File: src/rtl/bcd_stack_pkg.sv
`timescale 1ns/1ps
package bcd_stack_pkg;
  localparam int DIGIT_W = 4;
  localparam int LEVELS  = 4;

  // Source of the bit that enters the loop tail
  typedef enum logic [1:0] {
    TAIL_RECIRC = 2'd0,
    TAIL_WRITE  = 2'd1,
    TAIL_SUM    = 2'd2,
    TAIL_TAP    = 2'd3
  } tail_sel_e;

  // One decimal digit add: result[4] is the carry, result[3:0] the digit
  function automatic logic [4:0] bcd_digit_add(input logic [3:0] a,
                                               input logic [3:0] b,
                                               input logic       cin);
    logic [4:0] raw;
    raw = {1'b0, a} + {1'b0, b} + {4'b0, cin};
    if (raw > 5'd9) raw = raw + 5'd6;
    return raw;
  endfunction
endpackage

File: src/rtl/bcd_stack_seq.sv
`timescale 1ns/1ps
module bcd_stack_seq
  import bcd_stack_pkg::*;
#(
  parameter int WORD_BITS = 56,
  localparam int BIT_W = $clog2(WORD_BITS)
) (
  input  logic             clk,
  input  logic             rst_n,
  input  logic             start_i,
  input  logic             wr_en_i,
  output logic [BIT_W-1:0] bit_o,
  output logic [1:0]       slot_o,
  output logic             busy_o,
  output logic             pending_o,
  output logic             frame_end_o,
  output logic             word_start_o,
  output logic             digit_start_o,
  output logic             sum_en_o,
  output tail_sel_e        sel_o
);
  localparam logic [BIT_W-1:0] LAST_BIT  = BIT_W'(WORD_BITS - 1);
  localparam logic [1:0]       LAST_SLOT = 2'(LEVELS - 1);

  logic [BIT_W-1:0] bit_q;
  logic [1:0]       slot_q;
  logic             busy_q, pend_q;
  logic             word_end;

  assign word_end    = (bit_q == LAST_BIT);
  assign frame_end_o = word_end && (slot_q == LAST_SLOT);

  always_ff @(posedge clk or negedge rst_n) begin
    if (!rst_n) begin
      bit_q  <= '0;
      slot_q <= '0;
    end else begin
      bit_q <= word_end ? '0 : bit_q + 1'b1;
      if (word_end) slot_q <= slot_q + 2'd1;
    end
  end

  // Requests are armed while idle and launched on the frame boundary
  always_ff @(posedge clk or negedge rst_n) begin
    if (!rst_n) begin
      busy_q <= 1'b0;
      pend_q <= 1'b0;
    end else if (frame_end_o) begin
      busy_q <= !busy_q && (pend_q || start_i);
      pend_q <= 1'b0;
    end else if (!busy_q && start_i) begin
      pend_q <= 1'b1;
    end
  end

  always_comb begin
    if (busy_q) begin
      unique case (slot_q)
        2'd0:    sel_o = TAIL_SUM;
        2'd1,
        2'd2:    sel_o = TAIL_TAP;
        default: sel_o = TAIL_RECIRC;
      endcase
    end else begin
      sel_o = wr_en_i ? TAIL_WRITE : TAIL_RECIRC;
    end
  end

  assign bit_o         = bit_q;
  assign slot_o        = slot_q;
  assign busy_o        = busy_q;
  assign pending_o     = pend_q;
  assign word_start_o  = (bit_q == '0);
  assign digit_start_o = (bit_q[1:0] == 2'b00);
  assign sum_en_o      = (sel_o == TAIL_SUM);
endmodule

File: src/rtl/bcd_stack_adder.sv
`timescale 1ns/1ps
module bcd_stack_adder
  import bcd_stack_pkg::*;
(
  input  logic               clk,
  input  logic               rst_n,
  input  logic               en_i,
  input  logic               word_start_i,
  input  logic               digit_start_i,
  input  logic [DIGIT_W-1:0] x_dig_i,
  input  logic [DIGIT_W-1:0] y_dig_i,
  output logic               sum_bit_o,
  output logic               carry_o
);
  logic [DIGIT_W-2:0] rest_q;
  logic               cy_q;
  logic               cin;
  logic [4:0]         dsum;

  // Carry into digit 0 is always zero
  assign cin       = word_start_i ? 1'b0 : cy_q;
  assign dsum      = bcd_digit_add(x_dig_i, y_dig_i, cin);
  assign sum_bit_o = digit_start_i ? dsum[0] : rest_q[0];
  assign carry_o   = cy_q;

  always_ff @(posedge clk or negedge rst_n) begin
    if (!rst_n) begin
      rest_q <= '0;
      cy_q   <= 1'b0;
    end else if (en_i) begin
      if (digit_start_i) begin
        rest_q <= dsum[3:1];
        cy_q   <= dsum[4];
      end else begin
        rest_q <= {1'b0, rest_q[DIGIT_W-2:1]};
      end
    end
  end
endmodule

File: src/rtl/bcd_stack_line.sv
`timescale 1ns/1ps
module bcd_stack_line
  import bcd_stack_pkg::*;
#(
  parameter int WORD_BITS = 56
) (
  input  logic               clk,
  input  logic               rst_n,
  input  tail_sel_e          sel_i,
  input  logic               wr_bit_i,
  input  logic               sum_bit_i,
  output logic               head_o,
  output logic               tap_o,
  output logic               top_o,
  output logic [DIGIT_W-1:0] x_dig_o,
  output logic [DIGIT_W-1:0] y_dig_o
);
  localparam int LINE_BITS = LEVELS * WORD_BITS;

  logic [LINE_BITS-1:0] line_q;
  logic                 tail_bit;

  assign head_o  = line_q[0];
  assign tap_o   = line_q[WORD_BITS];
  assign top_o   = line_q[LINE_BITS-1];
  assign x_dig_o = line_q[DIGIT_W-1:0];
  assign y_dig_o = line_q[WORD_BITS+DIGIT_W-1:WORD_BITS];

  always_comb begin
    unique case (sel_i)
      TAIL_WRITE: tail_bit = wr_bit_i;
      TAIL_SUM:   tail_bit = sum_bit_i;
      TAIL_TAP:   tail_bit = line_q[WORD_BITS];
      default:    tail_bit = line_q[0];
    endcase
  end

  always_ff @(posedge clk or negedge rst_n) begin
    if (!rst_n) line_q <= '0;
    else        line_q <= {tail_bit, line_q[LINE_BITS-1:1]};
  end
endmodule

File: src/rtl/bcd_serial_stack.sv
`timescale 1ns/1ps
module bcd_serial_stack
  import bcd_stack_pkg::*;
#(
  parameter int DIGITS = 14,
  localparam int WORD_BITS = DIGITS * DIGIT_W,
  localparam int BIT_W = $clog2(WORD_BITS)
) (
  input  logic             clk,
  input  logic             rst_n,
  input  logic             start_i,
  input  logic             wr_en_i,
  input  logic             wr_bit_i,
  output logic             head_o,
  output logic             tap_o,
  output logic [1:0]       slot_o,
  output logic [BIT_W-1:0] bit_o,
  output logic             busy_o,
  output logic             carry_o
);
  tail_sel_e          tail_sel;
  logic               pending, frame_end, word_start, digit_start, sum_en;
  logic               sum_bit, line_top;
  logic [DIGIT_W-1:0] x_dig, y_dig;

  bcd_stack_seq #(.WORD_BITS(WORD_BITS)) u_seq (
    .clk(clk), .rst_n(rst_n), .start_i(start_i), .wr_en_i(wr_en_i),
    .bit_o(bit_o), .slot_o(slot_o), .busy_o(busy_o), .pending_o(pending),
    .frame_end_o(frame_end), .word_start_o(word_start),
    .digit_start_o(digit_start), .sum_en_o(sum_en), .sel_o(tail_sel)
  );

  bcd_stack_adder u_add (
    .clk(clk), .rst_n(rst_n), .en_i(sum_en), .word_start_i(word_start),
    .digit_start_i(digit_start), .x_dig_i(x_dig), .y_dig_i(y_dig),
    .sum_bit_o(sum_bit), .carry_o(carry_o)
  );

  bcd_stack_line #(.WORD_BITS(WORD_BITS)) u_line (
    .clk(clk), .rst_n(rst_n), .sel_i(tail_sel), .wr_bit_i(wr_bit_i),
    .sum_bit_i(sum_bit), .head_o(head_o), .tap_o(tap_o), .top_o(line_top),
    .x_dig_o(x_dig), .y_dig_o(y_dig)
  );
endmodule

File: config.mk
export PLATFORM = sky130hd
export DESIGN_NAME = bcd_serial_stack
export DESIGN_NICKNAME = d
export VERILOG_FILES = /design/src/rtl/bcd_stack_pkg.sv /design/src/rtl/bcd_stack_seq.sv /design/src/rtl/bcd_stack_adder.sv /design/src/rtl/bcd_stack_line.sv /design/src/rtl/bcd_serial_stack.sv
export SDC_FILE = /design/constraint.sdc
export NUM_CORES = 1
export LEC_CHECK = 0
export ABC_AREA = 0
export ABC_CLOCK_PERIOD_IN_PS = 5500
export CORE_MARGIN = 3
export CORE_UTILIZATION = 25
export DETAILED_ROUTE_END_ITERATION = 7
export PLACE_DENSITY = 0.39
export SLEW_MARGIN = 40
export SYNTH_ARGS = -nofsm -noshare
export SYNTH_HDL_FRONTEND = slang
export SYNTH_SLANG_ARGS = --single-unit
export TNS_END_PERCENT = 1
File: constraint.sdc
create_clock -name clk -period 5.5 [get_ports clk]
set_clock_uncertainty 0.1 [all_clocks]
set_input_delay 1.65 -clock clk [delete_from_list [all_inputs] [get_ports clk]]
set_output_delay 1.65 -clock clk [all_outputs]
set_load 0.03 [all_outputs]
==> results.txt, run 1 <==
status = complete, no violations
CTS tree = yes
Pre-Repair DR Iteration Count = 4
Clock transition at path regs = 0.06 ns
crit-path max FO = 9
main combinational cell family by area after synthesis = compound AO/OA/AOI/OAI gates
CP delay by family, top = buffers and inverters
CP endpoint kind = output pin
Max-Cap Viols = 0
port buffer count = 16
layout cell share with drive strength beyond 1 = 12.57%
row count = 58
critical-path cell with the highest stage delay = clkdlybuf4s50_1
CP max stage delay = 0.75 ns
synth top area cells = dfrtp_1, ha_1, a21oi_1
power per cell area = 426.9 nW/um2
post-DR vias/cell = 3.629
area share of the largest cell type after synthesis = 90.91%
initial antenna violation count = 0
Critical path origin = u_seq.bit_o[2]
Max Slew Vio Count = 0
drt initial violations = 165
die extent in x = 167.9 um
Final TNS setup = 0 ns
crit path DAT = 1.74 ns
Sink Count = 238
multiplexer share of the synthesized area = 0.9740%
Async SR Flop Fraction = 100.0%
n_diodes = 0
largest net degree at the start of global routing = 78
Avg Inst Size Synth = 20.47 um2
first-pass GRT wire length = 15120 um
Syn Nets = 335
Main synth FF type = dfrtp_1
Wirelength per Cell = 11.78 um
GPL Wtd Cong = 0.7396
DR vias = 2584
nets@finish = 380
fmax = 286.4 MHz
min cycle time layout = 3.492 ns
Critical Path, Cell by Cell = clkdlybuf4s50_1
Buf/Inv on CP = 1
Synth Area in XOR/XNOR = 0.6684%
Clock Path Buffers = 3
setup repair bufs after CTS = 0
most common cell in the netlist = dfrtp_1
final wirelength = 8386 um
post-synth top area cell = dfrtp_1
post-synthesis simple-gate area fraction = 1.623%
Hold Buf Count CTS = 0
worst hold path type = reg -> reg
Die ar. = 28180 um2
die height = 167.9 um
area grow syn2layout = 21.94%
Hold WS = 0.2408 ns
Cells after Synth = 320
final setup fails = 0
Distinct cells, synth = 32
#FFs+latches synth = 238
r2r startpoint = u_seq.bit_o[0]
Final Hold Fails = 0
H-tree depth = 1
yosys warns = 0
top-level I/O count = 17
post-synthesis compound-gate area fraction = 3.170%
VDD IR max = 0.2340 mV
critical path startpoint category = register
Clock Latency Late Sink = 0.51 ns
Hold Crit Start = u_line.line_q[158]
DRC viols = 0
root buffer cell = clkbuf_16
global route total overflow = 0
kind of critical path = reg -> out
gr usage total = 6.414%
LEAKAGE = 0.003987 uW
commonest cells in the netlist = dfrtp_1, a21oi_1, ha_1, o21ai_0
post-synthesis sequential area ratio = 90.91%
Worst EP required = 3.75 ns
Synth Area in Adders = 2.139%
Antenna Nets Post-Route = 0
Slew @ Worst Pin = 0.7674 ns
EDFF count, synth = 0
unrepaired setup endpoints after global routing = no
post_cts resized = 0
starting density of the core = 25.72%
core area = 25470 um2
DP Wirelength = 4175 um
vias in the first global route = 2851
Num CTS Buffers = 26
slew margin rel. = 48.45%
Cell Area, Synth = 6551 um2
Final Cycle Share = 63.49%
through the flow:
stage	power, uW	setup WS, ns	instance area (um2)	util [%]	std cells
2_1_floorplan	1805	2.189	6551	-	320
3_3_place_gp	1845	2.226	7149	28.07	666
3_5_place_dp	1849	2.177	7177	28.18	667
4_1_cts	3491	1.985	7989	31.36	712
5_1_grt	3584	1.940	7989	31.36	712
6_report	3411	2.008	7989	31.36	712
final timing paths:
path	end	slack, ns	cells after the start
max	bit_o[2]	2.01	1
min in group asynchronous	u_line.line_q[165]	1.00	1
min reg2reg	u_line.line_q[157]	0.24	0
min	u_line.line_q[157]	0.24	0
max in group asynchronous	u_line.line_q[4]	3.21	3
max reg2reg	u_add.rest_q[1]	2.17	10
where the power goes:
part	switching [uW]	internal [uW]	total, uW
logic	32.2	7.23	39.4
registers	5.48	1770	1780
clock network	633	963	1600
total	671	2740	3410
layout by cell type (no fill, tap or decap), types with 2 or more instances in the layout:
cell type,instances
a21oi_1,8
clkbuf_1,8
clkbuf_16,26
clkbuf_8,3
clkdlybuf4s50_1,15
clkinv_2,3
clkinv_4,2
dfrtp_1,238
fa_1,2
ha_1,8
inv_1,7
mux2_2,2
mux2i_1,3
nand2_1,7
nand3_1,3
nand4_1,2
nor2_1,6
o211ai_1,2
o21ai_0,8
o21ai_1,2
xnor2_1,2
xor2_1,3
cell type report:
class | count | area, um2
Fill cell | 2431 | 17480
Sequential cell | 238 | 5956
Clock buffer | 37 | 721.9
Multi-Input combinational cell | 73 | 561.8
Tap cell | 330 | 412.9
Timing Repair Buffer | 19 | 220.2
Clock inverter | 8 | 90.09
Inverter | 7 | 26.28
flip-flops by register name, summed over array words and instances (netlist names):
signal / count
u_add.rest_q: 3
u_seq.pending_o: 1
u_line.line_q: 224
u_seq.slot_o: 2
u_add.carry_o: 1
u_seq.busy_o: 1
u_seq.bit_o: 6
cell families after synthesis:
| group | after synthesis |
|---|---|
| flip-flops | 238 |
| multiplexers | 6 |
| AND/OR/NAND/NOR | 22 |
| buffers and inverters | 9 |
| adder cells (fa/ha/maj) | 10 |
| XOR/XNOR | 5 |
| AO/OA/AOI/OAI | 30 |
metal layers:
metal / track usage, % / routed length (um)
met1: 9.776 / 4260
met2: 8.437 / 3467
met3: 1.808 / 316
met4: 2.810 / 341
met5: 0 / 0
Power figures use the tool's default switching activity.
==> run 2: changes to the inputs <==
- ABC_CLOCK_PERIOD_IN_PS: 5500 -> 3100
- PLACE_DENSITY: 0.39 -> 0.4
- clock period: 5.5 -> 3.1 ns (I/O delays scaled with it)
==> results.txt, run 2 (synthesized netlist as in run 1, its figures left out) <==
status = complete, no violations (unchanged)
initial antenna violation count = 0 (unchanged)
Final Cycle Share = 97.17%
Die ar. = 28180 um2 (unchanged)
gr usage total = 6.501% (was 6.414%)
GPL Wtd Cong = 0.6942 (was 0.7396)
Buf/Inv on CP = 1 (unchanged)
Wirelength per Cell = 11.93 um (was 11.78 um)
global route total overflow = 0 (unchanged)
pre-CTS setup slack = 0.07289 ns (was 2.177 ns)
Setup WS post-layout = 0.08765 ns (was 2.008 ns)
Clock Latency Late Sink = 0.50 ns (was 0.51 ns)
Antenna Nets Post-Route = 0 (unchanged)
r2r startpoint = u_seq.bit_o[4] (was u_seq.bit_o[0])
final setup fails = 0 (unchanged)
crit path DAT = 3.35 ns (was 1.74 ns)
DP Wirelength = 4296 um (was 4175 um)
H-tree depth = 1 (unchanged)
die height = 167.9 um (unchanged)
GRT Max-Usage Layer = met1 (unchanged)
Sink Count = 238 (unchanged)
DRC viols = 0 (unchanged)
slew margin rel. = 65.54% (was 48.45%)
Worst R2R Path Depth = 9 (was 10)
Critical Path Stages = 9 (was 1)
fmax = 332.0 MHz
min cycle time layout = 3.012 ns
root buffer cell = clkbuf_16 (unchanged)
n_diodes = 0 (unchanged)
most frequent cells in the layout = dfrtp_1, clkbuf_16, clkdlybuf4s50_1, buf_4 (was dfrtp_1, clkbuf_16, clkdlybuf4s50_1)
worst hold path type = reg -> reg (unchanged)
Num CTS Buffers = 26 (unchanged)
Hold Buf Count CTS = 0 (unchanged)
CP endpoint kind = register (was output pin)
CTS tree = yes (unchanged)
port buffer count = 16 (unchanged)
most common cell after layout, fill and taps aside = dfrtp_1 (unchanged)
CP delay by family, top = adder cells (was buffers and inverters)
Largest Register = u_line.line_q (unchanged)
row count = 58 (unchanged)
max reg flops = 224 (unchanged)
Max-Cap Viols = 0 (unchanged)
largest net degree at the start of global routing = 65 (was 78)
critical-path cell with the highest stage delay = fa_2 (was clkdlybuf4s50_1)
Hold Crit Start = u_line.line_q[124] (was u_line.line_q[158])
unrepaired setup endpoints after global routing = no (unchanged)
post-DR vias/cell = 3.621 (was 3.629)
top-level I/O count = 17 (unchanged)
Critical path origin = u_seq.bit_o[4] (was u_seq.bit_o[2])
core area = 25470 um2 (unchanged)
crit-path max FO = 3 (was 9)
most frequent CP cell = fa_2
VDD IR max = 0.3034 mV (was 0.2340 mV)
nets@finish = 390 (was 380)
Max Slew Vio Count = 0 (unchanged)
Fill cells = 2428 (was 2431)
met2 Use GR = 8.595% (was 8.437%)
crit path to = u_add.rest_q[1] (was bit_o[2])
critical path startpoint category = register (unchanged)
Final TNS setup = 0 ns (unchanged)
starting density of the core = 25.72% (unchanged)
grt met3 use = 2.043% (was 1.808%)
drt initial violations = 148 (was 165)
Slew @ Worst Pin = 0.5149 ns (was 0.7674 ns)
Critical Path, Cell by Cell = nor4_4 > a21boi_2 > fa_2 > fa_2 > inv_2 > ha_4 > o41ai_4 > mux2_4 > o21ai_1 (was clkdlybuf4s50_1)
vias in the first global route = 2900 (was 2851)
Multi-input gate area = 614.3 um2 (was 561.8 um2)
Final Hold Fails = 0 (unchanged)
LEAKAGE = 0.004059 uW (was 0.003987 uW)
layout cell share with drive strength beyond 1 = 18.48% (was 12.57%)
power per cell area = 760.7 nW/um2 (was 426.9 nW/um2)
r2r setup slk = 0.09 ns (was 2.17 ns)
Clock Path Buffers = 3 (unchanged)
met1 Use GR = 9.906% (was 9.776%)
CP max stage delay = 0.56 ns (was 0.75 ns)
Sequential cell area = 5958 um2 (was 5956 um2)
Clock transition at path regs = 0.06 ns (about the same)
Pre-Repair DR Iteration Count = 4 (unchanged)
Worst EP required = 3.43 ns (was 3.75 ns)
kind of critical path = reg -> reg (was reg -> out)
Reg-to-Reg End = u_add.rest_q[1] (unchanged)
first-pass GRT wire length = 15350 um (was 15120 um)
DR vias = 2625 (was 2584)
die extent in x = 167.9 um (unchanged)
area grow syn2layout = 24.60% (was 21.94%)
final wirelength = 8652 um (was 8386 um)
run 2: final cells by class:
class | count | area share [%]
multi-input cells | 73 | 7.526
well taps | 330 | 5.058
flip-flops and latches | 238 | 72.99
clock inverters | 11 | 1.471
repair buffers | 29 | 3.525
inverters | 7 | 0.3219
clock buffers | 37 | 9.105
run 2: layer usage:
| layer | wire length, um | part of all wire (%) |
|---|---|---|
| met2 | 3634 | 42 |
| met5 | 0 | 0 |
| met3 | 384 | 4.4 |
| met1 | 4388 | 51 |
| met4 | 245 | 2.8 |
run 2: worst min-delay path by stage:
stage,end,slack [ns],cells past startpoint
floorplan,u_line.line_q[100],0.23,0
global placement,u_line.line_q[117],0.23,0
detailed placement,u_line.line_q[171],0.23,0
CTS,u_line.line_q[188],0.25,1
global route,u_line.line_q[105],0.25,0
finish,u_line.line_q[123],0.24,0
run 2: per-stage QoR:
step	instance area (um2)	hold WS, ns	std cells	total power [uW]	utilization [%]
floorplan	6580	0.2312	320	3202	-
global placement	7247	0.2340	675	3279	28.45
detailed placement	7247	0.2347	675	3281	28.45
CTS	8110	0.2456	723	6346	31.84
global route	8163	0.2486	725	6503	32.05
finish	8163	0.2419	725	6209	32.05
run 2: timing repair:
item | 4_1_cts | 5_1_grt
setup endpoints to repair | 0 | 1
endpoints found under the hold margin | 0 | 0
gates resized for setup | 0 | 6
buffers inserted | 0 | 2
run 2: where the power goes:
part | internal, uW | switching [uW] | total, uW
clock | 1840 | 1150 | 2990
sequential | 3140 | 9.78 | 3150
combinational | 13.5 | 57.0 | 70.4
total | 5000 | 1210 | 6210
